--- src/rtl/ddrq_pkg.sv ---
package ddrq_pkg;
   typedef struct packed {
      logic rise;   // even phase: true line rose
      logic fall;   // odd phase: complement line rose
   } phase_ev_t;
endpackage

--- src/rtl/ddrq_clk_pick.sv ---
module ddrq_clk_pick
   import ddrq_pkg::*;
(
   input  logic      clk,
   input  logic      rst_n,
   input  logic      out_ck,
   input  logic      out_ckb,
   input  logic      in_ck,
   input  logic      in_ckb,
   output phase_ev_t ev
);
   logic use_in, ck_sel, ckb_sel, ck_q, ckb_q;

   // both output lines parked high selects the input pair
   assign use_in  = out_ck & out_ckb;
   assign ck_sel  = use_in ? in_ck  : out_ck;
   assign ckb_sel = use_in ? in_ckb : out_ckb;

   always_ff @(posedge clk) begin
      if (!rst_n) begin
         ck_q  <= 1'b0;
         ckb_q <= 1'b0;
      end else begin
         ck_q  <= ck_sel;
         ckb_q <= ckb_sel;
      end
   end

   assign ev.rise = ck_sel  & ~ck_q;
   assign ev.fall = ckb_sel & ~ckb_q;

   // complementary lines never yield both phase kinds at once
   a_r2_one_phase: assert property (@(posedge clk) disable iff (!rst_n)
      !(ev.rise && ev.fall));
endmodule

--- src/rtl/ddrq_burst_seq.sv ---
module ddrq_burst_seq
   import ddrq_pkg::*;
#(
   parameter int W     = 18,
   parameter int BURST = 4
)(
   input  logic               clk,
   input  logic               rst_n,
   input  phase_ev_t          ev,
   input  logic               rd_vld,
   input  logic [BURST*W-1:0] rd_word,
   output logic [W-1:0]       q,
   output logic               oe
);
   localparam int BW   = (BURST > 2) ? $clog2(BURST) : 1;
   localparam int LAST = BURST - 1;

   generate
      if (BURST < 2 || (BURST % 2) != 0) begin : g_bad_burst
         $error("BURST must be even and at least 2");
      end
      if (W < 1) begin : g_bad_w
         $error("W must be positive");
      end
   endgenerate

   logic               pend_v, busy, start, take;
   logic [BURST*W-1:0] pend_w, cur_w;
   logic [BW-1:0]      beat, nxt;

   assign nxt   = beat + 1'b1;
   assign start = ev.rise && pend_v && (!busy || beat == BW'(LAST));
   assign take  = rd_vld && (!pend_v || start);

   always_ff @(posedge clk) begin
      if (!rst_n) begin
         pend_v <= 1'b0;
         pend_w <= '0;
         cur_w  <= '0;
         beat   <= '0;
         busy   <= 1'b0;
         q      <= '0;
         oe     <= 1'b0;
      end else begin
         pend_v <= (pend_v & ~start) | take;
         if (take) pend_w <= rd_word;
         if (start) begin
            cur_w <= pend_w;
            beat  <= '0;
            busy  <= 1'b1;
            q     <= pend_w[W-1:0];
            oe    <= 1'b1;
         end else if (ev.rise && busy) begin
            if (beat == BW'(LAST)) begin
               busy <= 1'b0;
               oe   <= 1'b0;
               q    <= '0;
            end else if (beat[0]) begin
               beat <= nxt;
               q    <= cur_w[int'(nxt)*W +: W];
            end
         end else if (ev.fall && busy && !beat[0]) begin
            beat <= nxt;
            q    <= cur_w[int'(nxt)*W +: W];
         end
      end
   end

   // an odd phase after an even beat moves to the odd beat with output on
   a_r1_odd_step: assert property (@(posedge clk) disable iff (!rst_n)
      (busy && ev.fall && !beat[0]) |=> (beat[0] && oe));
   // last beat, nothing waiting, next even phase drops the enable
   a_r8_end_idle: assert property (@(posedge clk) disable iff (!rst_n)
      (ev.rise && busy && beat == BW'(LAST) && !pend_v) |=> !oe);
   // a waiting word is not overwritten by a later strobe
   a_r7_pend_hold: assert property (@(posedge clk) disable iff (!rst_n)
      (pend_v && rd_vld && !start) |=> $stable(pend_w));
endmodule

--- src/rtl/ddrq_out_stage.sv ---
module ddrq_out_stage
   import ddrq_pkg::*;
#(
   parameter int W       = 18,
   parameter bit DLL_OFF = 1'b0
)(
   input  logic         clk,
   input  logic         rst_n,
   input  phase_ev_t    ev,
   input  logic [W-1:0] q_i,
   input  logic         oe_i,
   output logic [W-1:0] q_o,
   output logic         oe_o,
   output logic         echo_p,
   output logic         echo_n
);
   always_ff @(posedge clk) begin
      if (!rst_n) begin
         echo_p <= 1'b0;
         echo_n <= 1'b1;
      end else if (ev.rise) begin
         echo_p <= 1'b1;
         echo_n <= 1'b0;
      end else if (ev.fall) begin
         echo_p <= 1'b0;
         echo_n <= 1'b1;
      end
   end

   generate
      if (DLL_OFF) begin : g_late
         logic [W-1:0] q_d;
         logic         oe_d;
         always_ff @(posedge clk) begin
            if (!rst_n) begin
               q_d  <= '0;
               oe_d <= 1'b0;
            end else if (ev.rise || ev.fall) begin
               q_d  <= q_i;
               oe_d <= oe_i;
            end
         end
         assign q_o  = q_d;
         assign oe_o = oe_d;
      end else begin : g_direct
         assign q_o  = q_i;
         assign oe_o = oe_i;
      end
   endgenerate

   // the echo outputs are separate flops and must stay opposite
   a_r2_echo_compl: assert property (@(posedge clk) disable iff (!rst_n)
      echo_p != echo_n);
   // every phase moves the echo pair, even with no read
   a_r3_echo_even: assert property (@(posedge clk) disable iff (!rst_n)
      ev.rise |=> (echo_p && !echo_n));
   a_r3_echo_odd: assert property (@(posedge clk) disable iff (!rst_n)
      (ev.fall && !ev.rise) |=> (!echo_p && echo_n));
endmodule

--- src/rtl/ddr_burst_out.sv ---
module ddr_burst_out
   import ddrq_pkg::*;
#(
   parameter int W       = 18,
   parameter int BURST   = 4,
   parameter bit DLL_OFF = 1'b0
)(
   input  logic               clk,
   input  logic               rst_n,
   input  logic               rd_vld,
   input  logic [BURST*W-1:0] rd_word,
   input  logic               out_ck,
   input  logic               out_ckb,
   input  logic               in_ck,
   input  logic               in_ckb,
   output logic [W-1:0]       q,
   output logic               q_oe,
   output logic               echo_p,
   output logic               echo_n
);
   phase_ev_t    ev;
   logic [W-1:0] q_s;
   logic         oe_s;

   ddrq_clk_pick u_pick (
      .clk(clk), .rst_n(rst_n), .out_ck(out_ck), .out_ckb(out_ckb),
      .in_ck(in_ck), .in_ckb(in_ckb), .ev(ev));

   ddrq_burst_seq #(.W(W), .BURST(BURST)) u_seq (
      .clk(clk), .rst_n(rst_n), .ev(ev), .rd_vld(rd_vld),
      .rd_word(rd_word), .q(q_s), .oe(oe_s));

   ddrq_out_stage #(.W(W), .DLL_OFF(DLL_OFF)) u_out (
      .clk(clk), .rst_n(rst_n), .ev(ev), .q_i(q_s), .oe_i(oe_s),
      .q_o(q), .oe_o(q_oe), .echo_p(echo_p), .echo_n(echo_n));

   // a disabled bus carries zeros
   a_r4_oe_quiet: assert property (@(posedge clk) disable iff (!rst_n)
      !q_oe |-> (q == '0));
   // reset leaves the pads disabled
   a_r5_reset_off: assert property (@(posedge clk)
      !rst_n |=> (!q_oe && echo_n));
endmodule

--- config.mk ---
export PLATFORM = sky130hd
export DESIGN_NAME = ddr_burst_out
export DESIGN_NICKNAME = d
export VERILOG_FILES = /design/src/rtl/ddrq_pkg.sv /design/src/rtl/ddrq_clk_pick.sv /design/src/rtl/ddrq_burst_seq.sv /design/src/rtl/ddrq_out_stage.sv /design/src/rtl/ddr_burst_out.sv
export SDC_FILE = /design/constraint.sdc
export NUM_CORES = 1
export LEC_CHECK = 0
export ABC_AREA = 0
export CAP_MARGIN = 20
export CORE_MARGIN = 5
export CORE_UTILIZATION = 45
export CTS_CLUSTER_DIAMETER = 100
export DETAILED_ROUTE_END_ITERATION = 12
export DONT_BUFFER_PORTS = 1
export PLACE_DENSITY = 0.71
export RECOVER_POWER = 50
export SETUP_SLACK_MARGIN = 0.2
export SYNTH_ARGS = -nofsm -noshare
export SYNTH_HDL_FRONTEND = slang
export SYNTH_SLANG_ARGS = --single-unit
export TNS_END_PERCENT = 10
--- constraint.sdc ---
create_clock -name clk -period 5.15 [get_ports clk]
set_clock_uncertainty 0.15 [all_clocks]
set_input_delay 1.03 -clock clk [delete_from_list [all_inputs] [get_ports clk]]
set_output_delay 1.03 -clock clk [all_outputs]
set_load 0.005 [all_outputs]
==> results.cfg, run 1 <==
[worst_setup_path]
crit_slowest_cell = clkbuf_1
timing.rr.end = u_seq.pend_w[5]
crit_path_end_kind = flop
worstSetupStartpoint = u_seq.beat[0]
path_cells = buf_4, ha_1, nand2b_1, nand3_1, a21boi_0, clkbuf_1, mux2i_1
endpoint = u_seq.pend_w[5]
start_kind = flop
cpPeakStageDelay_ns = 1.29
reg2reg_from = u_seq.beat[0]
path_class = flop to flop
r2r_slack_ns = 1.48
worstPathRequired_ns = 5.24
path_max_fanout = 24
worstPathArrival_ns = 3.76
reg2reg_depth = 7

[yosys]
ys_ff_latch = 170
async_flop_share_pct = 0
synth-edff-count = 0
syn_area_um2 = 6947
ys_warn_count = 0
syn_area_per_cell_um2 = 9.104
synth_fp_nets = 844
seq_area_frac_synth_pct = 48.99
synth_area_leaders = dfxtp_1 (49%), nand2_1 (16%), mux2i_1 (10%)
yosysMostFrequentCell = nand2_1
syn_inst = 763
synth-main-ff-cell = dfxtp_1
yosysTopAreaCellShare_pct = 48.99
synth.largest_area_cell = dfxtp_1
synth_common_cells = nand2_1 (293), dfxtp_1 (170), a21oi_1 (75)
yosys.cell_types.count = 40

[finish]
area_growth_pct = 7.961
stdcell_count = 930
drive_above_1_share_pct = 9.164
n_antenna_cell = 0
fin_nets = 810

[cts]
cts_resized = 0
clkTransAtPathRegs_ns = 0.07
cts_sinks = 170
cts_tree = done
post_cts_buffers = 0
clockRootBuffer = clkbuf_16
cts_buffers = 17
cts_max_path_buffers = 2
htree_levels = 4
cts_hold_buf = 0
worst_skew_pair.late_latency_ns = 0.43

[die]
io_pins = 100
die_y_um = 134.2
core_area_um2 = 15150
design.die.area_um2 = 18020
die_w_um = 134.2
initial_core_util_pct = 45.87
rows = 45

[global_routing]
antenna_found_initial = 0
grt_start_max_net_pins = 169
grt.total_usage_pct = 18.49
first_global_vias = 4757
gr-total-overflow = 0
grt_pass1_wl_mm = 26.03

[routing]
wl_mm = 16.55
drtIter0Drc = 469
dr.pass1.iters = 5
drt-vias-per-instance = 5.429
wire_per_inst_um = 17.80
ant_nets = 0
via_count = 5049
post-route-drc-count = 0

[place]
dp_cells = 898
gp_congestion = 0.8188
io_buffers = 0
dp_hpwl_mm = 11.14

[timing]
drv_slew = 101
period_share_pct = 71.31
clock.fmax_mhz = 272.3
tightest_slew_ns = 3.237
final.setup.tns_ns = 0
grt_setup_unrepaired = false
period_needed_ns = 3.673
final_hold_viol_count = 0
relSlewSlack_pct = -115.8
finalSetupViolations = 0

[run]
drv_cap = 2

[pwr]
cellLeakagePower_nw = 2.874
power.density_nw_per_um2 = 382.7
peakVddDrop_mv = 0.2357

[status]
violations = capacitance limit, slew limit
status = finished with violations

[min_path]
hold_class = flop to flop
## flip-flops by register name (all words and copies together) (netlist names)
name and flops:
u_seq.cur_w 72, u_seq.pend_w 72, u_seq.q 18, u_seq.beat 2, u_out.echo_n 1, u_out.echo_p 1, u_pick.ck_q 1, u_pick.ckb_q 1
u_seq.oe 1, u_seq.pend_v 1
## worst min-delay path by stage
stage,slack (ns),depth (start not counted),startpoint,to
after floorplan,0.28,2,u_seq.pend_w[18],u_seq.cur_w[18]
after detailed placement,0.29,2,u_seq.pend_w[19],u_seq.cur_w[19]
after global placement,0.29,2,u_seq.cur_w[1],u_seq.cur_w[1]
after CTS,0.30,2,u_seq.pend_w[19],u_seq.cur_w[19]
after global routing,0.32,2,u_seq.cur_w[17],u_seq.cur_w[17]
final,0.30,2,u_seq.pend_w[26],u_seq.cur_w[26]
## cell type report
type / instances / area [µm²]
Inverter: 2 / 7.507
Timing Repair Buffer: 5 / 27.53
Clock buffer: 20 / 466.7
Multi-Input combinational cell: 533 / 3219
Clock inverter: 12 / 140.1
Sequential cell: 170 / 3403
Fill cell: 1389 / 7646
Tap cell: 188 / 235.2
## power breakdown
group / total [mW] / internal [mW] / switching (mW)
Combinational: 0.164 / 0.0683 / 0.0959
Clock: 1.30 / 0.760 / 0.539
Sequential: 1.41 / 1.37 / 0.0394
Total: 2.87 / 2.20 / 0.675
## per-stage QoR
stage,total power [mW],area (µm²),hold WS [ns],util (%),setup WS [ns]
2_1_floorplan,1.582,6947,0.2821,-,2.713
3_3_place_gp,1.598,6922,0.2901,45.70,2.274
3_5_place_dp,1.601,6922,0.2940,45.70,2.196
4_1_cts,2.889,7528,0.3036,49.71,2.177
5_1_grt,2.962,7500,0.3201,49.52,1.108
6_report,2.870,7500,0.3002,49.52,1.477
## metal layers
| layer | vias up | track usage, % | wire length (µm) |
|---|---|---|---|
| li1 | 2516 | - | - |
| met1 | 2386 | 24.98 | 7426 |
| met2 | 133 | 28.60 | 7765 |
| met3 | 14 | 5.551 | 1199 |
| met4 | 0 | 5.769 | 162 |
| met5 | - | 0 | 0 |
## critical path, delay by kind of cell (launching register included)
| family | cells | cell delay, ns |
|---|---|---|
| flops | 1 | 0.54 |
| simple gates | 2 | 0.30 |
| compound gates | 1 | 0.25 |
| buf+inv | 2 | 1.70 |
| fa+ha+maj | 1 | 0.30 |
| mux | 1 | 0.22 |
## layout by cell type (no fill, tap or decap), types with 3 or more instances in the layout
master	instances
clkbuf_8	3
mux2i_1	72
nand2b_1	3
a21oi_1	75
a221o_2	7
and3_1	20
dfxtp_1	170
a221o_1	11
clkinv_4	4
nor2_1	6
mux4_2	18
clkbuf_16	17
clkinv_2	3
o21ai_0	3
nand2_1	293
## cells by family after synthesis
group / synth area share [%]
fa+ha+maj: 0.3602
mux: 16.21
compound gates: 9.781
flops: 48.99
buf+inv: 4.557
simple gates: 20.10
(Power assumes the default switching activity.)
==> run 2, diff against run 1 <==
Settings changed: PLACE_DENSITY 0.71 to 0.73.
Clock period 5.15 ns to 3.1 ns, I/O delays scaled along.
==> run 2 against run 1 <==
  * The run still ends with capacitance limit, slew limit left
  * Clock power up 75%
  * Register-to-register slack got worse by 1.0 ns
  * Sequential cell count did not move
  * Worst hold slack worse by 0.17 ns
  * Global-route usage up 0.12 points
  * Worst setup slack worse by 1.0 ns
  * Wire length barely moved
  * Count of clock-buffer cells in the layout grew 3
  * Core utilization up 0.48 points
  * Critical path depth down 1
  * Sequential share of layout area decreased by 0.43 points
  * Largest power group unchanged
==> results.cfg, run 2 (synthesis results as in run 1) <==
[status]
status = finished with violations
violations = capacitance limit, slew limit

[worst_setup_path]
worstSetupStartpoint = u_seq.beat[0]
crit_path_end_kind = flop
crit_slowest_cell = dfxtp_1
path_cells = ha_1, nand2b_1, nand3_1, a21boi_0, buf_12, mux2i_1
path_class = flop to flop
cp_top_family = flip-flops
path_max_fanout = 72
cpPeakStageDelay_ns = 0.62
r2r_slack_ns = 0.44
crit_buf_inv = 1
reg2reg_from = u_seq.beat[0]
worstPathArrival_ns = 2.85
worstPathRequired_ns = 3.29
start_kind = flop

[global_routing]
gr-total-overflow = 0
first_global_vias = 4846
grt_pass1_wl_mm = 26.22
grt_start_max_net_pins = 169
grt.total_usage_pct = 18.60
antenna_found_initial = 0

[cts]
worst_skew_pair.late_latency_ns = 0.42
cts_tree = done
htree_levels = 4
cts_max_path_buffers = 2
post_cts_buffers = 0
cts_sinks = 170
clockRootBuffer = clkbuf_16
clkTransAtPathRegs_ns = 0.07
cts_resized = 0
cts_hold_buf = 0
cts_buffers = 17

[min_path]
hold_class = input pin to flop
min_from = rst_n

[pwr]
peakVddDrop_mv = 0.3981
power.share.combinational_pct = 5.6
cellLeakagePower_nw = 2.914
seqPwrFrac_pct = 47.9
p_clk_share_pct = 46.5
switching_power_mw = 1.081
power.density_nw_per_um2 = 645.6
p_sw_share_pct = 22.11
p_int_mw = 3.808

[finish]
fin_util_pct = 50.00
n_fill_cell = 1417
n_antenna_cell = 0
stdcell_count = 933
drive_above_1_share_pct = 9.262
final_common_cell = nand2_1
most-common-layout-cells = nand2_1 (293), dfxtp_1 (170), a21oi_1 (75)
area_growth_pct = 9.006
fin_nets = 813
reg_top3 = u_seq.cur_w x72, u_seq.pend_w x72, u_seq.q x18

[timing]
tightest_slew_ns = 1.547
relSlewSlack_pct = -3.159
final.setup.tns_ns = 0
drv_slew = 76
period_share_pct = 85.83
finalSetupViolations = 0
final_hold_viol_count = 0
period_needed_ns = 2.661
grt_setup_unrepaired = false
clock.fmax_mhz = 375.8

[routing]
wire_per_inst_um = 17.73
dr.pass1.iters = 4
post-route-drc-count = 0
drtIter0Drc = 453
via_count = 5138
drt-vias-per-instance = 5.507
ant_nets = 0
wl_mm = 16.54

[place]
gp_congestion = 0.8286
dp_hpwl_mm = 11.11
io_buffers = 0
dp_cells = 901

[die]
die_w_um = 134.2
initial_core_util_pct = 45.87
die_y_um = 134.2
design.die.area_um2 = 18020
io_pins = 100
rows = 45
core_area_um2 = 15150

[run]
drv_cap = 1
-- run 2: changes by cell type in the layout (fill, tap and decap cells not counted), moves of 2 or more --
cell	change
clkinv_2	-2
inv_8	-2
bufinv_16	+2
buf_4	+2
buf_12	+2
-- run 2: power by group through the flow --
stage               Combinational, mW  Sequential [mW]  Clock, mW
floorplan                       0.274             2.36          0
global placement                0.281             2.39          0
detailed placement              0.285             2.39          0
CTS                             0.287             2.34       2.31
global route                    0.309             2.35       2.41
finish                          0.275             2.34       2.27
-- run 2: area by class of cell --
class	instances	area [µm²]	area share, %
repair buffers	8	82.58	1.091
clock buffers	23	478.0	6.312
flip-flops and latches	170	3403	44.94
well taps	188	235.2	3.106
clock inverters	9	160.2	2.115
multi-input cells	533	3206	42.33
inverters	2	7.507	0.09914
-- run 2: routing by layer --
metal / GRT usage, % / wire (µm) / share of wire (%) / vias up
met5: 0 / 0 / 0 / -
met2: 29.25 / 7781 / 47 / 157
li1: - / - / - / 2521
met4: 4.525 / 227 / 1.4 / 0
met1: 25.14 / 7457 / 45 / 2441
met3: 5.814 / 1078 / 6.5 / 19
-- run 2: stage by stage --
stage	hold slack, ns	setup slack [ns]	cell area, µm²	total power, mW
floorplan	0.2821	1.023	6947	2.629
global placement	0.2906	0.7494	6982	2.669
detailed placement	0.2936	0.6381	6982	2.671
CTS	0.1197	0.5989	7620	4.935
global route	0.1321	0.2872	7572	5.066
finish	0.1297	0.4392	7572	4.888
-- run 2: worst paths after layout --
path / end / depth (start not counted)
worst min-delay path: u_out.echo_n / 1
worst max-delay path: u_seq.pend_w[34] / 6
worst max register to register: u_seq.pend_w[34] / 6
worst min register to register: u_seq.cur_w[49] / 2
